==> src/rtl/fcl_pkg.sv <==
package fcl_pkg;
  typedef enum logic [1:0] {
    TGT_ABS = 2'd0,
    TGT_REL = 2'd1,
    TGT_IND = 2'd2,
    TGT_ALT = 2'd3
  } tgtMode_e;

  typedef struct packed {
    logic startCall;
    logic finishRet;
  } fclStrobe_t;
endpackage

==> src/rtl/fcl_target.sv <==
module fcl_target #(
  parameter int XLEN = 32,
  parameter int OFFW = 24
) (
  input  logic [1:0]      mode,
  input  logic [XLEN-1:0] curPc,
  input  logic [OFFW-1:0] offset,
  input  logic [XLEN-1:0] target,
  output logic [XLEN-1:0] dest
);
  import fcl_pkg::*;
  localparam int EXTW = XLEN - OFFW;

  logic [XLEN-1:0] offExt;
  logic [XLEN-1:0] relDest;

  assign offExt  = {{EXTW{offset[OFFW-1]}}, offset};
  assign relDest = curPc + (offExt << 1);

  always_comb begin
    case (tgtMode_e'(mode))
      TGT_REL: dest = relDest;
      TGT_IND: dest = {target[XLEN-1:1], 1'b0};
      default: dest = target;
    endcase
  end
endmodule

==> src/rtl/fcl_ctrl.sv <==
module fcl_ctrl (
  input  logic                 clk,
  input  logic                 rst_n,
  input  logic                 callReq,
  input  logic                 retReq,
  input  logic                 memReady,
  output fcl_pkg::fclStrobe_t  strobe,
  output logic                 memReq,
  output logic                 memWe
);
  typedef enum logic [1:0] {ST_IDLE, ST_PUSH, ST_POP} ctlState_e;

  ctlState_e state;
  logic      retPending;

  always_ff @(posedge clk) begin
    if (!rst_n) begin
      state      <= ST_IDLE;
      retPending <= 1'b0;
    end else begin
      case (state)
        ST_IDLE: begin
          if (retPending) begin
            state      <= ST_POP;
            retPending <= 1'b0;
          end else if (callReq) begin
            state      <= ST_PUSH;
            retPending <= retReq;
          end else if (retReq) begin
            state <= ST_POP;
          end
        end
        ST_PUSH: begin
          state <= ST_IDLE;
          if (retReq) retPending <= 1'b1;
        end
        ST_POP: begin
          if (memReady) state <= ST_IDLE;
        end
        default: state <= ST_IDLE;
      endcase
    end
  end

  always_comb begin
    strobe.startCall = (state == ST_IDLE) && !retPending && callReq;
    strobe.finishRet = (state == ST_POP) && memReady;
    memReq           = (state != ST_IDLE);
    memWe            = (state == ST_PUSH);
  end
endmodule

==> src/rtl/fcl_datapath.sv <==
module fcl_datapath #(
  parameter int              XLEN     = 32,
  parameter int              OFFW     = 24,
  parameter logic [XLEN-1:0] SP_RESET = 'h400
) (
  input  logic                clk,
  input  logic                rst_n,
  input  fcl_pkg::fclStrobe_t strobe,
  input  logic [1:0]          callMode,
  input  logic [XLEN-1:0]     callPc,
  input  logic [OFFW-1:0]     callOffset,
  input  logic [XLEN-1:0]     callTarget,
  input  logic [XLEN-1:0]     callNextPc,
  input  logic [XLEN-1:0]     memRdata,
  output logic [XLEN-1:0]     memAddr,
  output logic [XLEN-1:0]     memWdata,
  output logic [XLEN-1:0]     pcOut,
  output logic                branchTaken,
  output logic [XLEN-1:0]     spOut,
  output logic [XLEN-1:0]     raOut
);
  localparam int              WORD_BYTES = XLEN / 8;
  localparam logic [XLEN-1:0] STEP       = XLEN'(WORD_BYTES);

  logic [XLEN-1:0] spReg, raReg, pushData, pcReg, callDest;
  logic            brReg;

  fcl_target #(.XLEN(XLEN), .OFFW(OFFW)) tgt_i (
    .mode   (callMode),
    .curPc  (callPc),
    .offset (callOffset),
    .target (callTarget),
    .dest   (callDest)
  );

  always_ff @(posedge clk) begin
    if (!rst_n) begin
      spReg    <= SP_RESET;
      raReg    <= '0;
      pushData <= '0;
      pcReg    <= '0;
      brReg    <= 1'b0;
    end else begin
      brReg <= 1'b0;
      if (strobe.startCall) begin
        pushData <= raReg;
        spReg    <= spReg - STEP;
        raReg    <= callNextPc;
        pcReg    <= callDest;
        brReg    <= 1'b1;
      end else if (strobe.finishRet) begin
        pcReg <= {raReg[XLEN-1:1], 1'b0};
        raReg <= memRdata;
        spReg <= spReg + STEP;
        brReg <= 1'b1;
      end
    end
  end

  assign memAddr     = spReg;
  assign memWdata    = pushData;
  assign pcOut       = pcReg;
  assign branchTaken = brReg;
  assign spOut       = spReg;
  assign raOut       = raReg;
endmodule

==> src/rtl/fcall_link_unit.sv <==
module fcall_link_unit #(
  parameter int              XLEN     = 32,
  parameter int              OFFW     = 24,
  parameter logic [XLEN-1:0] SP_RESET = 'h400
) (
  input  logic            clk,
  input  logic            rst_n,
  input  logic            callReq,
  input  logic [1:0]      callMode,
  input  logic [XLEN-1:0] callPc,
  input  logic [OFFW-1:0] callOffset,
  input  logic [XLEN-1:0] callTarget,
  input  logic [XLEN-1:0] callNextPc,
  input  logic            retReq,
  output logic            memReq,
  output logic            memWe,
  output logic [XLEN-1:0] memAddr,
  output logic [XLEN-1:0] memWdata,
  input  logic [XLEN-1:0] memRdata,
  input  logic            memReady,
  output logic [XLEN-1:0] pcOut,
  output logic            branchTaken,
  output logic [XLEN-1:0] spOut,
  output logic [XLEN-1:0] raOut
);
  fcl_pkg::fclStrobe_t strobe;

  fcl_ctrl ctrl_i (
    .clk      (clk),
    .rst_n    (rst_n),
    .callReq  (callReq),
    .retReq   (retReq),
    .memReady (memReady),
    .strobe   (strobe),
    .memReq   (memReq),
    .memWe    (memWe)
  );

  fcl_datapath #(.XLEN(XLEN), .OFFW(OFFW), .SP_RESET(SP_RESET)) dp_i (
    .clk         (clk),
    .rst_n       (rst_n),
    .strobe      (strobe),
    .callMode    (callMode),
    .callPc      (callPc),
    .callOffset  (callOffset),
    .callTarget  (callTarget),
    .callNextPc  (callNextPc),
    .memRdata    (memRdata),
    .memAddr     (memAddr),
    .memWdata    (memWdata),
    .pcOut       (pcOut),
    .branchTaken (branchTaken),
    .spOut       (spOut),
    .raOut       (raOut)
  );
endmodule

==> config.mk <==
export PLATFORM = sky130hd
export DESIGN_NAME = fcall_link_unit
export DESIGN_NICKNAME = d
export VERILOG_FILES = /design/src/rtl/fcl_pkg.sv /design/src/rtl/fcl_target.sv /design/src/rtl/fcl_ctrl.sv /design/src/rtl/fcl_datapath.sv /design/src/rtl/fcall_link_unit.sv
export SDC_FILE = /design/constraint.sdc
export NUM_CORES = 1
export LEC_CHECK = 0
export BUFFER_PORTS_ARGS = -buffer_cell sky130_fd_sc_hd__buf_2
export CAP_MARGIN = 20
export CORE_UTILIZATION = 51
export DETAILED_ROUTE_END_ITERATION = 6
export PLACE_DENSITY = 0.84
export REMOVE_ABC_BUFFERS = 1
export SETUP_SLACK_MARGIN = 0.3
export SYNTH_ARGS = -nofsm -noshare
export SYNTH_HDL_FRONTEND = slang
export SYNTH_HIERARCHICAL = 1
export SYNTH_SLANG_ARGS = --single-unit
export TNS_END_PERCENT = 20
==> constraint.sdc <==
create_clock -name clk -period 5.7 [get_ports clk]
set_input_delay 1.14 -clock clk [delete_from_list [all_inputs] [get_ports clk]]
set_output_delay 1.14 -clock clk [all_outputs]
set_load 0.05 [all_outputs]
# [After elaboration in Yosys (flattened, before gate mapping)]
# Index checks and enable logic that the tools add are counted.
[word_totals] register_bits=132 output_inout_bits=163 elab_cells=45
[classes] addsub=3 n_eq_ne=7 mux=18 n_reduce_logical=10
[op_table] cell="$mux W32" count=6
[op_table] cell="$pmux W32 S2" count=1
[op_table] cell="$add A32 B3 Y32 const B" count=1
[op_table] cell="$add A32 B32 Y32" count=1
[op_table] cell="$sub A32 B3 Y32 const B" count=1
[op_table] cell="$mux W2" count=4
[op_table] cell="$reduce_bool A2 Y1" count=3
[op_table] cell="$mux W1" count=5
[op_table] cell="$eq A2 B1 Y1 const B" count=2
[op_table] cell="$eq A2 B2 Y1 const B" count=2
[op_table] cell="$ne A2 B2 Y1 const B" count=2
[op_table] cell="$ne A4 B3 Y1 const B" count=1
[op_table] cell="$pmux W2 S2" count=1
[op_table] cell="$reduce_and A2 Y1" count=2
[op_table] cell="$logic_and A1 B1 Y1" count=3
[op_table] cell="$logic_not A2 Y1" count=1
[op_table] cell="$pmux W1 S2" count=1
[op_table] cell="$logic_not A1 Y1" count=1

# [Longest topological paths before layout]
[depth] ltp_word=4 ltp_mapped=12 mapped_depth_nobuf=12

# [Cells and area by module]
# The synthesis kept the hierarchy.
[by_module_without_submodules] module="fcl_datapath" instances=1 cells_per_inst=835 area_each_um2=6839.1 seq_area_each_um2=2542.4
[by_module_without_submodules] module="fcl_target" instances=1 cells_per_inst=322 area_each_um2=2163.3 seq_area_each_um2=0.0
[by_module_without_submodules] module="fcl_ctrl" instances=1 cells_per_inst=15 area_each_um2=161.4 seq_area_each_um2=60.1

# [Worst setup path before layout]
# Ideal clock, no wire load.
[synth_path] path_kind="input-to-reg" from="in callReq" to="reg dp_i.spReg[28] (netlist: dp_i/memAddr[28])" setup_time_ns=0.121 arrival_ns=4.884 required_time_ns=5.579 setup_slack_ns=0.695 path_stages=10 n_path_buf=0 path_cell_list="nor4b_2 ha_1 a211oi_2 o21ai_1 a2111o_1 a31o_2 a311o_1 nand3_1 and3b_1 o31ai_2"
[synth_via] elab_chain_len=2
[synth_lines] item="start: declaration" line_no="fcall_link_unit.sv:8" rtl="input logic callReq,"
[synth_lines] item="$logic_and A1 B1 Y1 *" line_no="fcl_ctrl.sv:46" rtl="strobe.startCall = (state == ST_IDLE) && !retPending && callReq;"
[synth_lines] item="$mux W32 or $reduce_bool A2 Y1 (tied branches)"
[synth_lines] item="end signal: assignment" line_no="fcl_datapath.sv:47" rtl="spReg <= spReg - STEP;"
[synth_lines] item="end signal: assignment" line_no="fcl_datapath.sv:54" rtl="spReg <= spReg + STEP;"
[synth_lines] item="end: declaration" line_no="fcl_datapath.sv:25" rtl="logic [XLEN-1:0] spReg, raReg, pushData, pcReg, callDest;"
# Every way passes the cells marked *; elsewhere a longest branch is shown, timed or not.
# A chain may end at the register's enable or synchronous reset.

==> results by group <==
Run status
  – Status: complete, no violations

Run
  – Max_cap viols: 0

Clock tree
  – H-tree levels: 4
  – Post-CTS Hold Fix Bufs: 0
  – Setup bufs post-CTS: 0
  – Root Buffer Master: clkbuf_16
  – CTS tree: yes
  – Bufs on Longest Clock Path: 2
  – Inserted Clock Buffers: 17
  – # clock sinks: 130
  – Clock latency at the later pin of the worst-skew pair: 0.42 ns
  – Clock Pin Slew Worst Setup and Hold Paths: 0.06 ns
  – PostCTS Resize Cnt: 0

Synth
  – Seq/Total Area, Yosys: 0.284
  – Async S/R FF share, synth: 0
  – Top cell type's share of synthesized area: 0.284
  – Synth Flop Type: dfxtp_1
  – Number of synthesized flops with an enable pin: 0
  – Synth Instances: 1172
  – Warnings, synthesis: 6
  – Syn avg cell area: 7.82 um^2
  – Synth Cell Area: 9160 um^2
  – Flop and latch count out of synthesis: 130
  – Top post-synthesis cells by area: dfxtp_1, mux2i_1, nor2_1
  – Yosys cell types: 87
  – Area leader, netlist: dfxtp_1

Timing
  – Setup Viol. Count Final: 0
  – Worst-Margin Slew: 1.03 ns
  – Max_slew headroom: 0.308
  – Slew Limit Fails: 0
  – Fmax: 235 MHz
  – RSZ-0062 raised after global routing: no
  – Final hold vios: 0
  – Period minus WS final: 4.25 ns
  – WHS: 0.486 ns
  – Tcrit/Tclk final: 0.746
  – Layout Skew: 0.00557 ns

Detailed routing
  – Pre-antenna DRT Iters: 5
  – DR vias: 9487
  – Drt via density: 5.72
  – Total Wirelength: 26.8 mm
  – Initial DRC Count: 654
  – Drt wl/cell: 16.2 um
  – Residual DRC: 0
  – Post-route ant nets: 0

GRT
  – Initial antenna violation count: 3
  – Global-route wire length before repair: 41.5 mm
  – All-Layer GR Usage: 0.282
  – Grt ovf: 0
  – Pin count of the biggest net entering global routing: 88
  – Vias in the first global route: 8775

Die
  – Area of the core: 17400 um^2
  – Initial core utilization: 0.526
  – Die area: 18500 um^2
  – Die height: 136 um
  – Die width: 136 um
  – Row Count: 48
  – Ports: 322

Finish
  – Area delta synth->final: 21.8%
  – Post-Route Utilization: 0.641
  – NumNets Final: 1640
  – Design area: 11200 um^2
  – Share of layout cells above drive strength 1: 0.270

Placed design
  – DP Area: 10600 um^2
  – Post-DP HPWL: 19.8 mm
  – Placer Congestion: 0.941
  – # port buffers: 317

Pwr
  – Power after layout: 3.67 mW
  – VDD IR max: 0.215 mV
  – Power Density: 328 nW/um^2
  – Pleak: 5.30 nW

Worst hold path
  – Worst Hold Depth: 2
  – Hold Crit Class: flip-flop to flip-flop

Critical path
  – Worst Setup End Kind: flip-flop
  – Crit path arrival time: 4.53 ns
  – Crit path kind: primary input to flip-flop
  – Worst Path Max Fanout: 53
  – R2r worst-path depth: 10
  – Worst Path Required: 5.98 ns
  – Startpoint types: primary input
[path summary, 6_finish.rpt]
check,from,endpoint,slack (ns)
min reg2reg,dp_i/memWdata[25],dp_i/memWdata[25],0.49
min,dp_i/memWdata[25],dp_i/memWdata[25],0.49
max reg2reg,ctrl_i/state[1],dp_i/memAddr[31],1.80
max,callReq,dp_i/memAddr[31],1.45
[final cells by class]
cell class              count  area, um^2
multi-input cells         926        5980
diodes                      2        5.00
inverters                  20        76.3
flip-flops and latches    130        2600
fillers                  1518        6260
clock inverters            12         108
clock buffers              20         457
well taps                 225         282
repair buffers            324        1650
[placed cells by master, fill, tap and decap left out, drive strengths merged, types with 5 or more instances in the layout]
cell type,count
or3,5
o31ai,5
nand2b,8
buf,324
a211oi,17
xor2,15
clkbuf,20
a21oi,135
a21o,23
a31oi,10
nor2,221
dfxtp,130
xnor2,22
inv,21
and2,5
nand4,8
o21a,14
o21bai,11
o211ai,10
nand2,83
nor3,10
ha,60
nand3,23
o21ai,64
mux2i,97
nor2b,8
clkinv,7
[worst max-delay path, stage by stage]
cell and delay (ns):
buf_2 0.10, nor4b_4 0.83, buf_12 0.35, ha_1 0.36
a211o_1 0.32, o31ai_1 0.35, o211ai_1 0.30, a21oi_1 0.25
mux2i_1 0.25, o21ai_1 0.10, nor3b_1 0.14
[cell usage after synthesis (all sizes together), types with 3 or more instances]
| library cell | number |
|---|---|
| nand4b | 3 |
| nand4 | 8 |
| ha | 60 |
| o21ai | 64 |
| mux2i | 97 |
| inv | 20 |
| dfxtp | 130 |
| o211ai | 10 |
| o31ai | 5 |
| a21oi | 135 |
| nand3 | 23 |
| a32o | 3 |
| a221oi | 3 |
| nand2 | 83 |
| a211oi | 17 |
| xnor2 | 22 |
| o21bai | 11 |
| nand2b | 8 |
| nor2 | 221 |
| nand3b | 3 |
| or3 | 5 |
| o21a | 14 |
| xor2 | 15 |
| clkbuf | 47 |
| and2 | 5 |
| a31oi | 10 |
| a211o | 3 |
| and2b | 3 |
| a221o | 3 |
| nor2b | 8 |
| a21o | 23 |
| and3 | 4 |
| or2 | 4 |
| nor3 | 10 |
| and3b | 3 |
| buf | 51 |
[registers in the layout, summed over array words and instances, names as in the netlist]
signal / cells
dp_i/pcOut: 32
ctrl_i/retPending: 1
ctrl_i/state: 2
dp_i/branchTaken: 1
dp_i/memAddr: 30
dp_i/raOut: 32
dp_i/memWdata: 32
[per-layer routing]
layer	GRT usage	vias up	routed length, um
met5	0	-	0
met3	0.0738	75	2160
met4	0.139	0	971
met2	0.486	431	13100
met1	0.320	4349	10600
li1	-	4632	-
[stage by stage]
stage | TNS, ns | worst slack [ns] | cells
after detailed placement | 0 | 1.17 | 1625
after CTS | 0 | 1.61 | 1657
after global routing | 0 | 1.39 | 1659
after global placement | 0 | 1.22 | 1625
after floorplan | -756.90 | -8.95 | 1076
final | 0 | 1.45 | 1659
[power breakdown]
part	internal, mW	switching (mW)
combinational	0.472	1.05
clock	0.623	0.440
sequential	0.999	0.0866
[cells by family after synthesis]
kind of cell | share of synthesized area
muxes | 0.106
other | 0.000409
adders and majority gates | 0.0863
and+or+nand+nor | 0.194
DFF | 0.284
xor gates and xnor gates | 0.0354
AOI/OAI and AO/OA | 0.227
buffers and inverters | 0.0661
No activity file was read; power rests on OpenSTA's default activity.
